===== config.mk =====
export PLATFORM = sky130hd
export DESIGN_NAME = irq_sense_latch
export DESIGN_NICKNAME = d
export VERILOG_FILES = /design/src/rtl/irq_sense_pkg.sv /design/src/rtl/irq_sense_cfg.sv /design/src/rtl/irq_sense_slice.sv /design/src/rtl/irq_sense_latch.sv
export SDC_FILE = /design/constraint.sdc
export NUM_CORES = 1
export LEC_CHECK = 0
export BUFFER_PORTS_ARGS = -buffer_cell sky130_fd_sc_hd__buf_2
export CORE_MARGIN = 5
export CORE_UTILIZATION = 49
export CTS_CLUSTER_SIZE = 10
export DETAILED_ROUTE_END_ITERATION = 8
export PLACE_DENSITY = 0.75
export SYNTH_ARGS = -nofsm -noshare
export SYNTH_HDL_FRONTEND = slang
export SYNTH_SLANG_ARGS = --single-unit

===== constraint.sdc =====
create_clock -name clk -period 1.2 [get_ports clk]
set_input_delay 0.3 -clock clk [delete_from_list [all_inputs] [get_ports clk]]
set_output_delay 0.3 -clock clk [all_outputs]
set_load 0.05 [all_outputs]

===== src/rtl/irq_sense_pkg.sv =====
package irq_sense_pkg;
  typedef enum logic [1:0] {
    SENSE_LEVEL = 2'd0,
    SENSE_FALL  = 2'd1,
    SENSE_RISE  = 2'd2,
    SENSE_ANY   = 2'd3
  } sense_e;
endpackage


===== src/rtl/irq_sense_cfg.sv =====
module irq_sense_cfg #(
  parameter int N_SRC = 8,
  parameter logic [N_SRC-1:0] LEVEL_INIT = '0,
  localparam int IDX_W = (N_SRC > 1) ? $clog2(N_SRC) : 1
) (
  input  logic                        clk,
  input  logic                        rst,
  input  logic                        we,
  input  logic [IDX_W-1:0]            idx,
  input  logic [1:0]                  mode_in,
  output irq_sense_pkg::sense_e [N_SRC-1:0] mode_q
);
  import irq_sense_pkg::*;

  for (genvar g = 0; g < N_SRC; g++) begin : g_mode
    always_ff @(posedge clk) begin
      if (rst)
        mode_q[g] <= LEVEL_INIT[g] ? SENSE_LEVEL : SENSE_RISE;
      else if (we && (int'(idx) == g))
        mode_q[g] <= sense_e'(mode_in);
    end
  end
endmodule


===== src/rtl/irq_sense_slice.sv =====
module irq_sense_slice (
  input  logic                  clk,
  input  logic                  rst,
  input  logic                  line,
  input  irq_sense_pkg::sense_e mode,
  input  logic                  clr,
  input  logic                  busy_me,
  output logic                  prev_q,
  output logic                  pend_q,
  output logic                  raise_q,
  output logic                  withdraw_q
);
  import irq_sense_pkg::*;

  logic rose, fell, edge_hit, is_level;

  always_comb begin
    rose     = line & ~prev_q;
    fell     = ~line & prev_q;
    is_level = (mode == SENSE_LEVEL);
    unique case (mode)
      SENSE_FALL: edge_hit = fell;
      SENSE_RISE: edge_hit = rose;
      SENSE_ANY:  edge_hit = rose | fell;
      default:    edge_hit = 1'b0;
    endcase
  end

  always_ff @(posedge clk) begin
    if (rst) begin
      prev_q     <= 1'b0;
      pend_q     <= 1'b0;
      raise_q    <= 1'b0;
      withdraw_q <= 1'b0;
    end else begin
      prev_q <= line;
      if (is_level) begin
        pend_q     <= line;
        raise_q    <= line & ~pend_q;
        withdraw_q <= ~line & pend_q & busy_me;
      end else begin
        pend_q     <= edge_hit | (pend_q & ~clr);
        raise_q    <= edge_hit;
        withdraw_q <= 1'b0;
      end
    end
  end
endmodule


===== src/rtl/irq_sense_latch.sv =====
module irq_sense_latch #(
  parameter int N_SRC = 8,
  parameter logic [N_SRC-1:0] LEVEL_INIT = 8'b0000_0101,
  localparam int IDX_W = (N_SRC > 1) ? $clog2(N_SRC) : 1
) (
  input  logic             clk,
  input  logic             rst,
  input  logic [N_SRC-1:0] irq_in,
  input  logic             cfg_we,
  input  logic [IDX_W-1:0] cfg_idx,
  input  logic [1:0]       cfg_mode,
  input  logic             swclr_we,
  input  logic [IDX_W-1:0] swclr_idx,
  input  logic             ack_we,
  input  logic [IDX_W-1:0] ack_idx,
  input  logic             busy_valid,
  input  logic [IDX_W-1:0] busy_idx,
  output logic [N_SRC-1:0] pend,
  output logic [N_SRC-1:0] raise,
  output logic [N_SRC-1:0] withdraw
);
  import irq_sense_pkg::*;

  sense_e [N_SRC-1:0] mode_q;
  logic   [N_SRC-1:0] prev_vec;
  logic   [N_SRC-1:0] clr_vec;
  logic   [N_SRC-1:0] busy_vec;

  irq_sense_cfg #(.N_SRC(N_SRC), .LEVEL_INIT(LEVEL_INIT)) u_cfg (
    .clk    (clk),
    .rst    (rst),
    .we     (cfg_we),
    .idx    (cfg_idx),
    .mode_in(cfg_mode),
    .mode_q (mode_q)
  );

  for (genvar g = 0; g < N_SRC; g++) begin : g_src
    always_comb begin
      clr_vec[g]  = (swclr_we && (int'(swclr_idx) == g)) ||
                    (ack_we && (int'(ack_idx) == g));
      busy_vec[g] = busy_valid && (int'(busy_idx) == g);
    end

    irq_sense_slice u_slice (
      .clk       (clk),
      .rst       (rst),
      .line      (irq_in[g]),
      .mode      (mode_q[g]),
      .clr       (clr_vec[g]),
      .busy_me   (busy_vec[g]),
      .prev_q    (prev_vec[g]),
      .pend_q    (pend[g]),
      .raise_q   (raise[g]),
      .withdraw_q(withdraw[g])
    );
  end
endmodule


==> flow_metrics.py, run 1 <==
metrics = {
    "outcome": {
        "run_status": "finished with violations",
        "violated_checks": "negative setup slack",
    },
    "route": {
        "drt_iter0_markers": 88,
        "count_of_nets_left_with_antenna_violations_after_detail_routing": 0,
        "route.detailed.wl_per_inst_um": 14.7,
        "drt-total-wl_mm": 5.72,
        "routed_via_density": 5.37,
        "firstDrtPassIters": 4,
        "post-route-drc-count": 0,
        "vias": 2096,
    },
    "setup_path": {
        "criticalPathCategory": "reg -> reg",
        "worst_ep_arrival_time_ps": 1440,
        "cp_data_required_time_ps": 1420,
        "critical_path.cell_chain": "ha_4 > nand2b_4 > a31o_1 > a211oi_2",
        "worstReg2RegStart": "g_src[0].u_slice.prev_q$_SDFF_PP0_",
        "worst_setup_path_endpoint": "g_src[0].u_slice.pend_q$_SDFF_PP0_",
        "worst-path-max-fanout": 2,
        "rrSetupSlack_ps": -30,
        "crit_path_start": "g_src[0].u_slice.prev_q$_SDFF_PP0_",
        "start_kind": "flip-flop",
        "worst_r2r_path_depth": 4,
        "cpMaxStageDelayCell": "sky130_fd_sc_hd__dfxtp_2",
        "critical_path.max_stage_delay_ps": 360,
        "reg2reg_to": "g_src[0].u_slice.pend_q$_SDFF_PP0_",
        "critPathCaptureType": "flip-flop",
    },
    "cells_and_area": {
        "design.final.nets": 366,
        "diodes": 0,
        "layout.cells.non_filler": 390,
        "drive_above_1_share_pct": 34.7,
        "layout_stage_area_growth_over_the_synthesis_result_pct": 23.9,
        "layout.area.seq_um2": 978,
        "fin_util_pct": 62.2,
        "fill_cells": 471,
        "multi_input_area_um2": 1440,
    },
    "timing": {
        "final.min_clock_period_ps": 1230,
        "rsz_0062_raised_after_global_routing": "yes",
        "finalSetupTns_ps": -42.3,
        "hold_violations": 0,
        "finalClockSkew_ps": 1.21,
        "timing.fmax_ghz": 0.813,
        "setup_violations": 2,
        "share_of_the_clock_period_used_by_the_worst_path_pct": 102,
        "slew_viol_final": 0,
        "whs_ps": 268,
        "worst-slew-pin-transition_ps": 490,
        "setup_ws_ps": -29.5,
        "worst_case_headroom_to_the_max_slew_limit_pct": 66.9,
    },
    "global_route": {
        "grt.overflow.total": 0,
        "grt_first_pass_wirelength_mm": 9.07,
        "grt_pass1_vias": 1979,
        "grt_start_max_net_pins": 41,
        "grt_antenna_before_repair": 0,
        "gr-usage-all-layers_pct": 17.7,
    },
    "pwr": {
        "combPwrFrac_pct": 21.1,
        "power.internal_uw": 2360,
        "netSwitchingFraction_pct": 29.2,
        "switching_power_uw": 972,
        "power_per_cell_area_nw_per_um2": 1060,
        "power_leakage_uw": 0.00136,
        "clock_power_share_pct": 26.4,
        "share_seq_of_total_power_pct": 52.4,
        "ir_worst_vdd_mv": 0.534,
    },
    "cts": {
        "path_clk_slew_ps": 80,
        "cts.htree.levels": 2,
        "clockBufferDepth": 2,
        "cts_tree": "yes",
        "root_buffer": "sky130_fd_sc_hd__clkbuf_8",
        "clock_latency_ps": 290,
        "cts.sinks": 48,
        "postCtsSetupRepairBufs": 0,
        "cts_made_buffers": 5,
    },
    "placement": {
        "detailedPlacementHpwl_mm": 4.24,
        "dp_cells": 385,
        "final_weighted_congestion_of_routability_driven_global_placement": 0.840,
        "portBuffers": 51,
        "place_ws_ps": -211,
    },
    "die": {
        "die_w_um": 82.1,
        "dieHeight_um": 82.1,
        "ios": 52,
        "coreArea_um2": 5070,
        "initial_core_util_pct": 50.1,
        "dieArea_um2": 6730,
        "std_cell_rows": 26,
    },
    "synth": {
        "count_of_different_cell_masters_after_synthesis": 31,
        "biggest_area_contributors_in_the_synthesized_netlist": "sky130_fd_sc_hd__dfxtp_1, sky130_fd_sc_hd__ha_1, sky130_fd_sc_hd__buf_4",
        "post-synth-top-area-fraction_pct": 37.8,
        "syn-instance-count": 269,
        "ys_seq_elements": 48,
        "synthesized_area_um2": 2540,
        "synthDominantAreaCellType": "sky130_fd_sc_hd__dfxtp_1",
        "synth_most_common_cell": "sky130_fd_sc_hd__dfxtp_1",
        "ranking_of_synthesized_cells_by_instance_count": "sky130_fd_sc_hd__dfxtp_1, sky130_fd_sc_hd__nor2_1, sky130_fd_sc_hd__buf_4",
        "yosys_warnings": 0,
        "synth-main-ff-cell": "sky130_fd_sc_hd__dfxtp_1",
        "yosysSeqAreaShare_pct": 37.8,
        "synth_enable_flop_cells": 0,
        "postSynthAreaPerCell_um2": 9.46,
        "async_flop_share_pct": 0,
        "postSynthNetCount": 313,
    },
    "min_path": {
        "worst_hold_class": "in -> reg",
    },
    "flow_run": {
        "drv.max_cap_violation_count": 0,
    },
}
==> critical path: cells and delay by family (launching register included) <==
| family | cells | cell delay (ps) |
|---|---|---|
| compound gates | 2 | 470 |
| flops | 1 | 360 |
| fa+ha+maj | 1 | 190 |
| simple gates | 1 | 130 |
==> through the flow <==
| stage | instance area (um2) | total power (uW) |
|---|---|---|
| after floorplan | 2610 | 2220 |
| after global placement | 2950 | 2410 |
| after detailed placement | 2950 | 2420 |
| after CTS | 3090 | 3330 |
| after global routing | 3150 | 3490 |
| final | 3150 | 3330 |
==> repair_timing <==
item                                    4_1_cts  5_1_grt
cloned                                        0        0
endpoints found under the setup margin       11       18
hold buffers                                  0        0
endpoints found under the hold margin         0        0
pin swaps                                     2        8
gates resized for setup                      21       19
==> sequential cells by signal (all words and copies together), names as in the netlist <==
register,flops
g_src.u_slice.withdraw_q,8
g_src.u_slice.raise_q,8
g_src.u_slice.pend_q,8
u_cfg.mode_q,16
g_src.u_slice.prev_q,8
==> final cells by class <==
class,instances,share of cell area (%)
flip-flops and latches,48,31.0
inverters,19,2.26
clock buffers,5,2.18
multi-input cells,172,45.5
repair buffers,76,16.3
well taps,70,2.78
==> worst min path at each step <==
stage,startpoint,to,depth (start not counted),slack [ps]
4_1_cts,busy_idx[0],g_src[3].u_slice.withdraw_q$_SDFF_PP0_,3,270
3_3_place_gp,g_src[3].u_slice.pend_q$_SDFF_PP0_,g_src[3].u_slice.withdraw_q$_SDFF_PP0_,2,490
2_1_floorplan,cfg_mode[1],u_cfg.mode_q[3]$_SDFFE_PP1P_,1,420
5_1_grt,busy_idx[0],g_src[3].u_slice.withdraw_q$_SDFF_PP0_,3,280
6_report,busy_idx[0],g_src[3].u_slice.withdraw_q$_SDFF_PP0_,3,270
3_5_place_dp,g_src[3].u_slice.pend_q$_SDFF_PP0_,g_src[3].u_slice.withdraw_q$_SDFF_PP0_,2,490
==> layout by cell type (no fill, tap or decap) <==
| master | instances |
|---|---|
| sky130_fd_sc_hd__o211ai_1 | 2 |
| sky130_fd_sc_hd__dfxtp_1 | 34 |
| sky130_fd_sc_hd__and3b_1 | 1 |
| sky130_fd_sc_hd__a211oi_2 | 3 |
| sky130_fd_sc_hd__or4b_1 | 1 |
| sky130_fd_sc_hd__nand2b_1 | 9 |
| sky130_fd_sc_hd__a211oi_1 | 5 |
| sky130_fd_sc_hd__o31a_1 | 7 |
| sky130_fd_sc_hd__a311oi_1 | 8 |
| sky130_fd_sc_hd__buf_2 | 40 |
| sky130_fd_sc_hd__o311ai_1 | 1 |
| sky130_fd_sc_hd__dfxtp_2 | 14 |
| sky130_fd_sc_hd__nor2b_1 | 4 |
| sky130_fd_sc_hd__and4bb_1 | 3 |
| sky130_fd_sc_hd__nor4b_2 | 1 |
| sky130_fd_sc_hd__a221oi_1 | 1 |
| sky130_fd_sc_hd__a31o_1 | 8 |
| sky130_fd_sc_hd__a21oi_1 | 7 |
| sky130_fd_sc_hd__mux2i_1 | 10 |
| sky130_fd_sc_hd__clkbuf_4 | 3 |
| sky130_fd_sc_hd__ha_1 | 12 |
| sky130_fd_sc_hd__and4_1 | 6 |
| sky130_fd_sc_hd__nand4bb_1 | 3 |
| sky130_fd_sc_hd__nand3_1 | 2 |
| sky130_fd_sc_hd__o311ai_0 | 5 |
| sky130_fd_sc_hd__clkbuf_8 | 5 |
| sky130_fd_sc_hd__buf_12 | 1 |
| sky130_fd_sc_hd__nand2b_4 | 8 |
| sky130_fd_sc_hd__a211o_1 | 6 |
| sky130_fd_sc_hd__nand4_1 | 2 |
| sky130_fd_sc_hd__nand4b_1 | 6 |
| sky130_fd_sc_hd__nand2_1 | 4 |
| sky130_fd_sc_hd__buf_4 | 24 |
| sky130_fd_sc_hd__buf_6 | 8 |
| sky130_fd_sc_hd__nor3b_1 | 9 |
| sky130_fd_sc_hd__ha_4 | 4 |
| sky130_fd_sc_hd__inv_1 | 19 |
| sky130_fd_sc_hd__nor2_1 | 26 |
| sky130_fd_sc_hd__nor3_1 | 8 |
==> per-layer routing <==
layer / vias up / track usage, % / routed length, um
met1: 983 / 22.0 / 2640
met4: 0 / 5.98 / 76
met5: - / 0 / 0
met3: 6 / 4.06 / 257
met2: 37 / 30.0 / 2750
li1: 1070 / - / -
==> power by group through the flow <==
stage | clock [uW] | combinational (uW) | sequential (uW)
6_report | 880 | 704 | 1750
5_1_grt | 968 | 764 | 1760
4_1_cts | 897 | 695 | 1740
3_5_place_dp | 0 | 656 | 1770
3_3_place_gp | 0 | 646 | 1770
2_1_floorplan | 0 | 474 | 1750
==> logic make-up after synthesis <==
family                     share of synthesized area [%]
AOI/OAI and AO/OA                                   16.7
adders and majority gates                           7.87
buffers and inverters                               10.8
DFF                                                 37.8
muxes                                               3.93
and+or+nand+nor                                     23.0
Note: power is estimated with default switching activity, not from simulation.
==> run 2, diff against run 1 <==
- clock period: 1.2 -> 1 ns (I/O delays scaled with it)
==> run 2 against run 1 <==
Effect of this change:
- the run still ends with negative setup slack left
- sequential share of layout area shrank 3.6 points
- first-iteration DRC count grew 36%
- sequential power grew 21%
- critical path depth is the same
==> flow_metrics.py, run 2 (synthesis results as in run 1) <==
metrics = {
    "placement": {
        "portBuffers": 51,
        "place_ws_ps": -302,
        "final_weighted_congestion_of_routability_driven_global_placement": 0.813,
        "detailedPlacementHpwl_mm": 4.37,
        "dp_cells": 398,
        "dpl-instance-area_um2": 3040,
    },
    "cts": {
        "cts.htree.levels": 2,
        "clock_latency_ps": 300,
        "cts.sinks": 48,
        "cts_hold_repair.buffers": 0,
        "path_clk_slew_ps": 90,
        "clockBufferDepth": 2,
        "cts_tree": "yes",
        "root_buffer": "sky130_fd_sc_hd__clkbuf_8",
        "cts_made_buffers": 5,
    },
    "cells_and_area": {
        "layout_stage_area_growth_over_the_synthesis_result_pct": 45.8,
        "fill_cells": 348,
        "design.final.nets": 385,
        "layout.cells.non_filler": 412,
        "max_flop_register": "u_cfg.mode_q",
        "fin_util_pct": 73.1,
        "layout.cells.most_common": "sky130_fd_sc_hd__buf_4",
        "layout.cells.most_common_list": "sky130_fd_sc_hd__buf_4, sky130_fd_sc_hd__dfxtp_2, sky130_fd_sc_hd__buf_2",
        "drive_above_1_share_pct": 54.4,
        "flip_flop_count_of_the_largest_register_all_copies_and_words_added": 16,
        "postLayoutCellArea_um2": 3710,
        "diodes": 0,
    },
    "outcome": {
        "run_status": "finished with violations",
        "violated_checks": "negative setup slack",
    },
    "global_route": {
        "grt_first_pass_wirelength_mm": 10.2,
        "gr-usage-all-layers_pct": 19.6,
        "grt.overflow.total": 0,
        "grt_antenna_before_repair": 0,
        "grt_start_max_net_pins": 32,
        "grt_pass1_vias": 2197,
    },
    "timing": {
        "slew_viol_final": 0,
        "worst_case_headroom_to_the_max_slew_limit_pct": 71.2,
        "setup_violations": 40,
        "final.min_clock_period_ps": 1190,
        "rsz_0062_raised_after_global_routing": "yes",
        "timing.fmax_ghz": 0.839,
        "hold_violations": 0,
        "share_of_the_clock_period_used_by_the_worst_path_pct": 119,
        "worst-slew-pin-transition_ps": 426,
        "setup_ws_ps": -192,
        "finalClockSkew_ps": 9.83,
    },
    "setup_path": {
        "worst_r2r_path_depth": 4,
        "critPathCaptureType": "flip-flop",
        "worst-path-max-fanout": 2,
        "criticalPathCategory": "reg -> reg",
        "rrSetupSlack_ps": -190,
        "reg2reg_to": "g_src[0].u_slice.pend_q$_SDFF_PP0_",
        "start_kind": "flip-flop",
        "worstReg2RegStart": "g_src[0].u_slice.prev_q$_SDFF_PP0_",
        "worst_ep_arrival_time_ps": 1410,
        "cp_data_required_time_ps": 1220,
    },
    "die": {
        "std_cell_rows": 26,
        "dieArea_um2": 6730,
        "initial_core_util_pct": 50.1,
        "coreArea_um2": 5070,
        "ios": 52,
        "die_w_um": 82.1,
        "dieHeight_um": 82.1,
    },
    "route": {
        "route.detailed.wl_per_inst_um": 15.7,
        "routed_via_density": 5.48,
        "firstDrtPassIters": 4,
        "drt-total-wl_mm": 6.47,
        "count_of_nets_left_with_antenna_violations_after_detail_routing": 0,
        "post-route-drc-count": 0,
        "drt_iter0_markers": 120,
        "vias": 2258,
    },
    "min_path": {
        "worst_hold_path.endpoint": "g_src[3].u_slice.withdraw_q$_SDFF_PP0_",
        "worstHoldStart": "busy_idx[0]",
        "hold-path-cell-count": 3,
        "worst_hold_class": "in -> reg",
    },
    "pwr": {
        "power_leakage_uw": 0.00153,
        "ir_worst_vdd_mv": 0.881,
        "design_power_total_uw": 4390,
        "netSwitchingFraction_pct": 29.4,
        "power.internal_uw": 3100,
        "combPwrFrac_pct": 24.4,
        "power_per_cell_area_nw_per_um2": 1180,
        "share_seq_of_total_power_pct": 48.3,
        "switching_power_uw": 1290,
        "clock_power_share_pct": 27.3,
    },
    "flow_run": {
        "drv.max_cap_violation_count": 0,
    },
}
run 2: metrics by stage:
step / setup TNS [ps] / hold slack [ps]
after detailed placement: -5190 / 494
after global placement: -4770 / 484
after global routing: -4100 / 237
after CTS: -3120 / 192
final: -2620 / 211
after floorplan: -1080 / 368
run 2: worst max-delay path by stage:
stage	from	end	cells past startpoint
2_1_floorplan	g_src[0].u_slice.prev_q$_SDFF_PP0_	g_src[0].u_slice.pend_q$_SDFF_PP0_	4
3_3_place_gp	irq_in[0]	g_src[0].u_slice.pend_q$_SDFF_PP0_	6
3_5_place_dp	irq_in[0]	g_src[0].u_slice.pend_q$_SDFF_PP0_	6
4_1_cts	g_src[0].u_slice.prev_q$_SDFF_PP0_	g_src[0].u_slice.pend_q$_SDFF_PP0_	4
5_1_grt	g_src[0].u_slice.prev_q$_SDFF_PP0_	g_src[0].u_slice.pend_q$_SDFF_PP0_	4
6_report	g_src[0].u_slice.prev_q$_SDFF_PP0_	g_src[0].u_slice.pend_q$_SDFF_PP0_	4
run 2: final cells by class:
| type | instances | area [um2] | share of cell area, % |
|---|---|---|---|
| tap | 70 | 87.6 | 2.36 |
| clock inverter | 2 | 10.0 | 0.270 |
| multi-input combinational | 172 | 1610 | 43.5 |
| inverter | 19 | 71.3 | 1.92 |
| clock buffer | 6 | 82.6 | 2.23 |
| sequential | 48 | 1020 | 27.4 |
| timing repair buffer | 95 | 828 | 22.3 |
run 2: layer usage:
| metal | track usage, % | share of wire [%] | vias to the layer above |
|---|---|---|---|
| met2 | 34.0 | 51 | 44 |
| met4 | 4.98 | 1.3 | 0 |
| met1 | 24.2 | 43 | 1095 |
| met3 | 4.61 | 4.6 | 8 |
| met5 | 0 | 0 | - |
| li1 | - | - | 1111 |
run 2: critical path, stage by stage (launching register included):
cell and delay, ps:
sky130_fd_sc_hd__dfxtp_2 360, sky130_fd_sc_hd__ha_4 190, sky130_fd_sc_hd__nand2b_4 140, sky130_fd_sc_hd__a31o_1 250, sky130_fd_sc_hd__a211oi_2 180
run 2: what timing repair did:
item | CTS | global route
gates resized for setup | 113 | 32
pin swaps | 24 | 18
endpoints found under the setup margin | 41 | 47
setup buffers | 3 | 3
run 2: power groups by stage:
| stage | logic, uW | registers, uW | clock network (uW) |
|---|---|---|---|
| 6_report | 1070 | 2120 | 1200 |
| 5_1_grt | 1150 | 2130 | 1300 |
| 4_1_cts | 994 | 2110 | 1240 |
| 3_5_place_dp | 832 | 2120 | 0 |
| 3_3_place_gp | 820 | 2120 | 0 |
| 2_1_floorplan | 570 | 2100 | 0 |
==> run 3, diff against run 2 <==
- SKIP_CTS_REPAIR_TIMING: unset -> 1
- SLEW_MARGIN: unset -> 5
==> run 3 against run 2 <==
Effect of this change:
- the run still ends with negative setup slack left
- critical endpoint unchanged
- die area is the same
- via count down 0.71%
- critical path depth did not move
- final cell count is 0.24% higher
- total power fell by 0.17%
- clock-buffer cell count is the same
- utilization fell by 0.099 points
- design area fell by 0.14%
- hold slack improved by 1.3 ps
- setup slack got worse by 35 ps
==> flow_metrics.py, run 3 (synthesis results as in run 1) <==
metrics = {
    "outcome": {
        "run_status": "finished with violations",
        "violated_checks": "negative setup slack",
    },
    "placement": {
        "detailedPlacementHpwl_mm": 4.37,
        "portBuffers": 51,
        "final_weighted_congestion_of_routability_driven_global_placement": 0.813,
    },
    "die": {
        "dieHeight_um": 82.1,
        "die_w_um": 82.1,
        "coreArea_um2": 5070,
        "ios": 52,
        "dieArea_um2": 6730,
        "std_cell_rows": 26,
        "initial_core_util_pct": 50.1,
    },
    "global_route": {
        "grt.overflow.total": 0,
        "gr-usage-all-layers_pct": 17.8,
        "grt_first_pass_wirelength_mm": 9.29,
        "grt_start_max_net_pins": 32,
        "grt_pass1_vias": 2027,
        "grt_antenna_before_repair": 0,
    },
    "setup_path": {
        "worst_ep_arrival_time_ps": 1450,
        "critPathCaptureType": "flip-flop",
        "criticalPathCategory": "reg -> reg",
        "cp_data_required_time_ps": 1220,
        "rrSetupSlack_ps": -230,
        "worst_r2r_path_depth": 4,
        "start_kind": "flip-flop",
        "reg2reg_to": "g_src[0].u_slice.pend_q$_SDFF_PP0_",
        "worstReg2RegStart": "g_src[0].u_slice.prev_q$_SDFF_PP0_",
        "worst-path-max-fanout": 2,
    },
    "min_path": {
        "worstHoldStart": "busy_idx[0]",
        "worst_hold_path.endpoint": "g_src[3].u_slice.withdraw_q$_SDFF_PP0_",
        "worst_hold_class": "in -> reg",
        "hold-path-cell-count": 3,
    },
    "timing": {
        "setup_violations": 37,
        "finalClockSkew_ps": 8.25,
        "slew_viol_final": 0,
        "worst-slew-pin-transition_ps": 447,
        "hold_violations": 0,
        "timing.fmax_ghz": 0.814,
        "whs_ps": 212,
        "final.min_clock_period_ps": 1230,
        "setup_ws_ps": -228,
        "rsz_0062_raised_after_global_routing": "yes",
        "share_of_the_clock_period_used_by_the_worst_path_pct": 123,
        "worst_case_headroom_to_the_max_slew_limit_pct": 69.8,
    },
    "cts": {
        "root_buffer": "sky130_fd_sc_hd__clkbuf_8",
        "clock_latency_ps": 300,
        "path_clk_slew_ps": 90,
        "cts_tree": "yes",
        "cts.htree.levels": 2,
        "clockBufferDepth": 2,
        "cts_made_buffers": 5,
        "cts.sinks": 48,
    },
    "pwr": {
        "design_power_total_uw": 4380,
        "netSwitchingFraction_pct": 29.4,
        "power.internal_uw": 3090,
        "ir_worst_vdd_mv": 0.870,
        "clock_power_share_pct": 27.3,
        "power_per_cell_area_nw_per_um2": 1180,
        "power_leakage_uw": 0.00154,
        "switching_power_uw": 1290,
        "share_seq_of_total_power_pct": 48.4,
        "combPwrFrac_pct": 24.3,
    },
    "cells_and_area": {
        "design.final.nets": 386,
        "drive_above_1_share_pct": 54.8,
        "layout.area.seq_um2": 1020,
        "max_flop_register": "u_cfg.mode_q",
        "flip_flop_count_of_the_largest_register_all_copies_and_words_added": 16,
        "layout.cells.most_common_list": "sky130_fd_sc_hd__buf_4, sky130_fd_sc_hd__dfxtp_2, sky130_fd_sc_hd__buf_2",
        "multi_input_area_um2": 1620,
        "fill_cells": 359,
        "layout.cells.most_common": "sky130_fd_sc_hd__buf_4",
        "diodes": 0,
        "layout_stage_area_growth_over_the_synthesis_result_pct": 45.6,
    },
    "route": {
        "count_of_nets_left_with_antenna_violations_after_detail_routing": 0,
        "drt-total-wl_mm": 6.50,
        "firstDrtPassIters": 4,
        "route.detailed.wl_per_inst_um": 15.7,
        "vias": 2242,
        "routed_via_density": 5.43,
        "drt_iter0_markers": 98,
        "post-route-drc-count": 0,
    },
    "flow_run": {
        "drv.max_cap_violation_count": 0,
    },
}
run 3: final cells by class:
| class | instances | share of cell area (%) |
|---|---|---|
| multi-input combinational | 172 | 43.7 |
| timing repair buffer | 96 | 22.1 |
| clock buffer | 6 | 2.23 |
| inverter | 19 | 1.92 |
| clock inverter | 2 | 0.270 |
| sequential | 48 | 27.4 |
| tap | 70 | 2.36 |
run 3: worst max path at each step:
| stage | from | endpoint | cells after the start | slack [ps] |
|---|---|---|---|---|
| 5_1_grt | g_src[2].u_slice.prev_q$_SDFF_PP0_ | g_src[2].u_slice.pend_q$_SDFF_PP0_ | 4 | -280 |
| 3_3_place_gp | irq_in[0] | g_src[0].u_slice.pend_q$_SDFF_PP0_ | 6 | -280 |
| 3_5_place_dp | irq_in[0] | g_src[0].u_slice.pend_q$_SDFF_PP0_ | 6 | -300 |
| 4_1_cts | g_src[5].u_slice.pend_q$_SDFF_PP0_ | pend[5] | 2 | -310 |
| 2_1_floorplan | g_src[0].u_slice.prev_q$_SDFF_PP0_ | g_src[0].u_slice.pend_q$_SDFF_PP0_ | 4 | -140 |
| 6_report | g_src[0].u_slice.prev_q$_SDFF_PP0_ | g_src[0].u_slice.pend_q$_SDFF_PP0_ | 4 | -230 |
run 3: through the flow:
step | setup slack (ps) | setup TNS (ps) | util (%) | std cells | instance area (um2)
finish | -228 | -2990 | 73.0 | 413 | 3710
global route | -284 | -4530 | 73.0 | 413 | 3710
CTS | -314 | -6460 | 61.8 | 406 | 3140
detailed placement | -302 | -5190 | 60.0 | 398 | 3040
global placement | -280 | -4770 | 60.0 | 398 | 3040
floorplan | -140 | -1080 | - | 269 | 2610
run 3: layer usage:
metal / global-route usage, % / routed length (um) / vias to the layer above
met4: 4.98 / 85 / 0
li1: - / - / 1113
met1: 22.9 / 2810 / 1067
met3: 4.39 / 307 / 9
met2: 29.6 / 3300 / 53
met5: 0 / 0 / -
run 3: power by group through the flow:
stage	combinational, uW	clock [uW]	sequential (uW)
floorplan	570	0	2100
global placement	820	0	2120
detailed placement	832	0	2120
CTS	836	1240	2080
global route	1140	1310	2130
finish	1070	1200	2120
run 3: critical path: stages, from the launching register on:
cell,delay [ps]
sky130_fd_sc_hd__dfxtp_2,360
sky130_fd_sc_hd__ha_4,190
sky130_fd_sc_hd__nand2b_4,140
sky130_fd_sc_hd__a31o_1,260
sky130_fd_sc_hd__a211oi_2,210
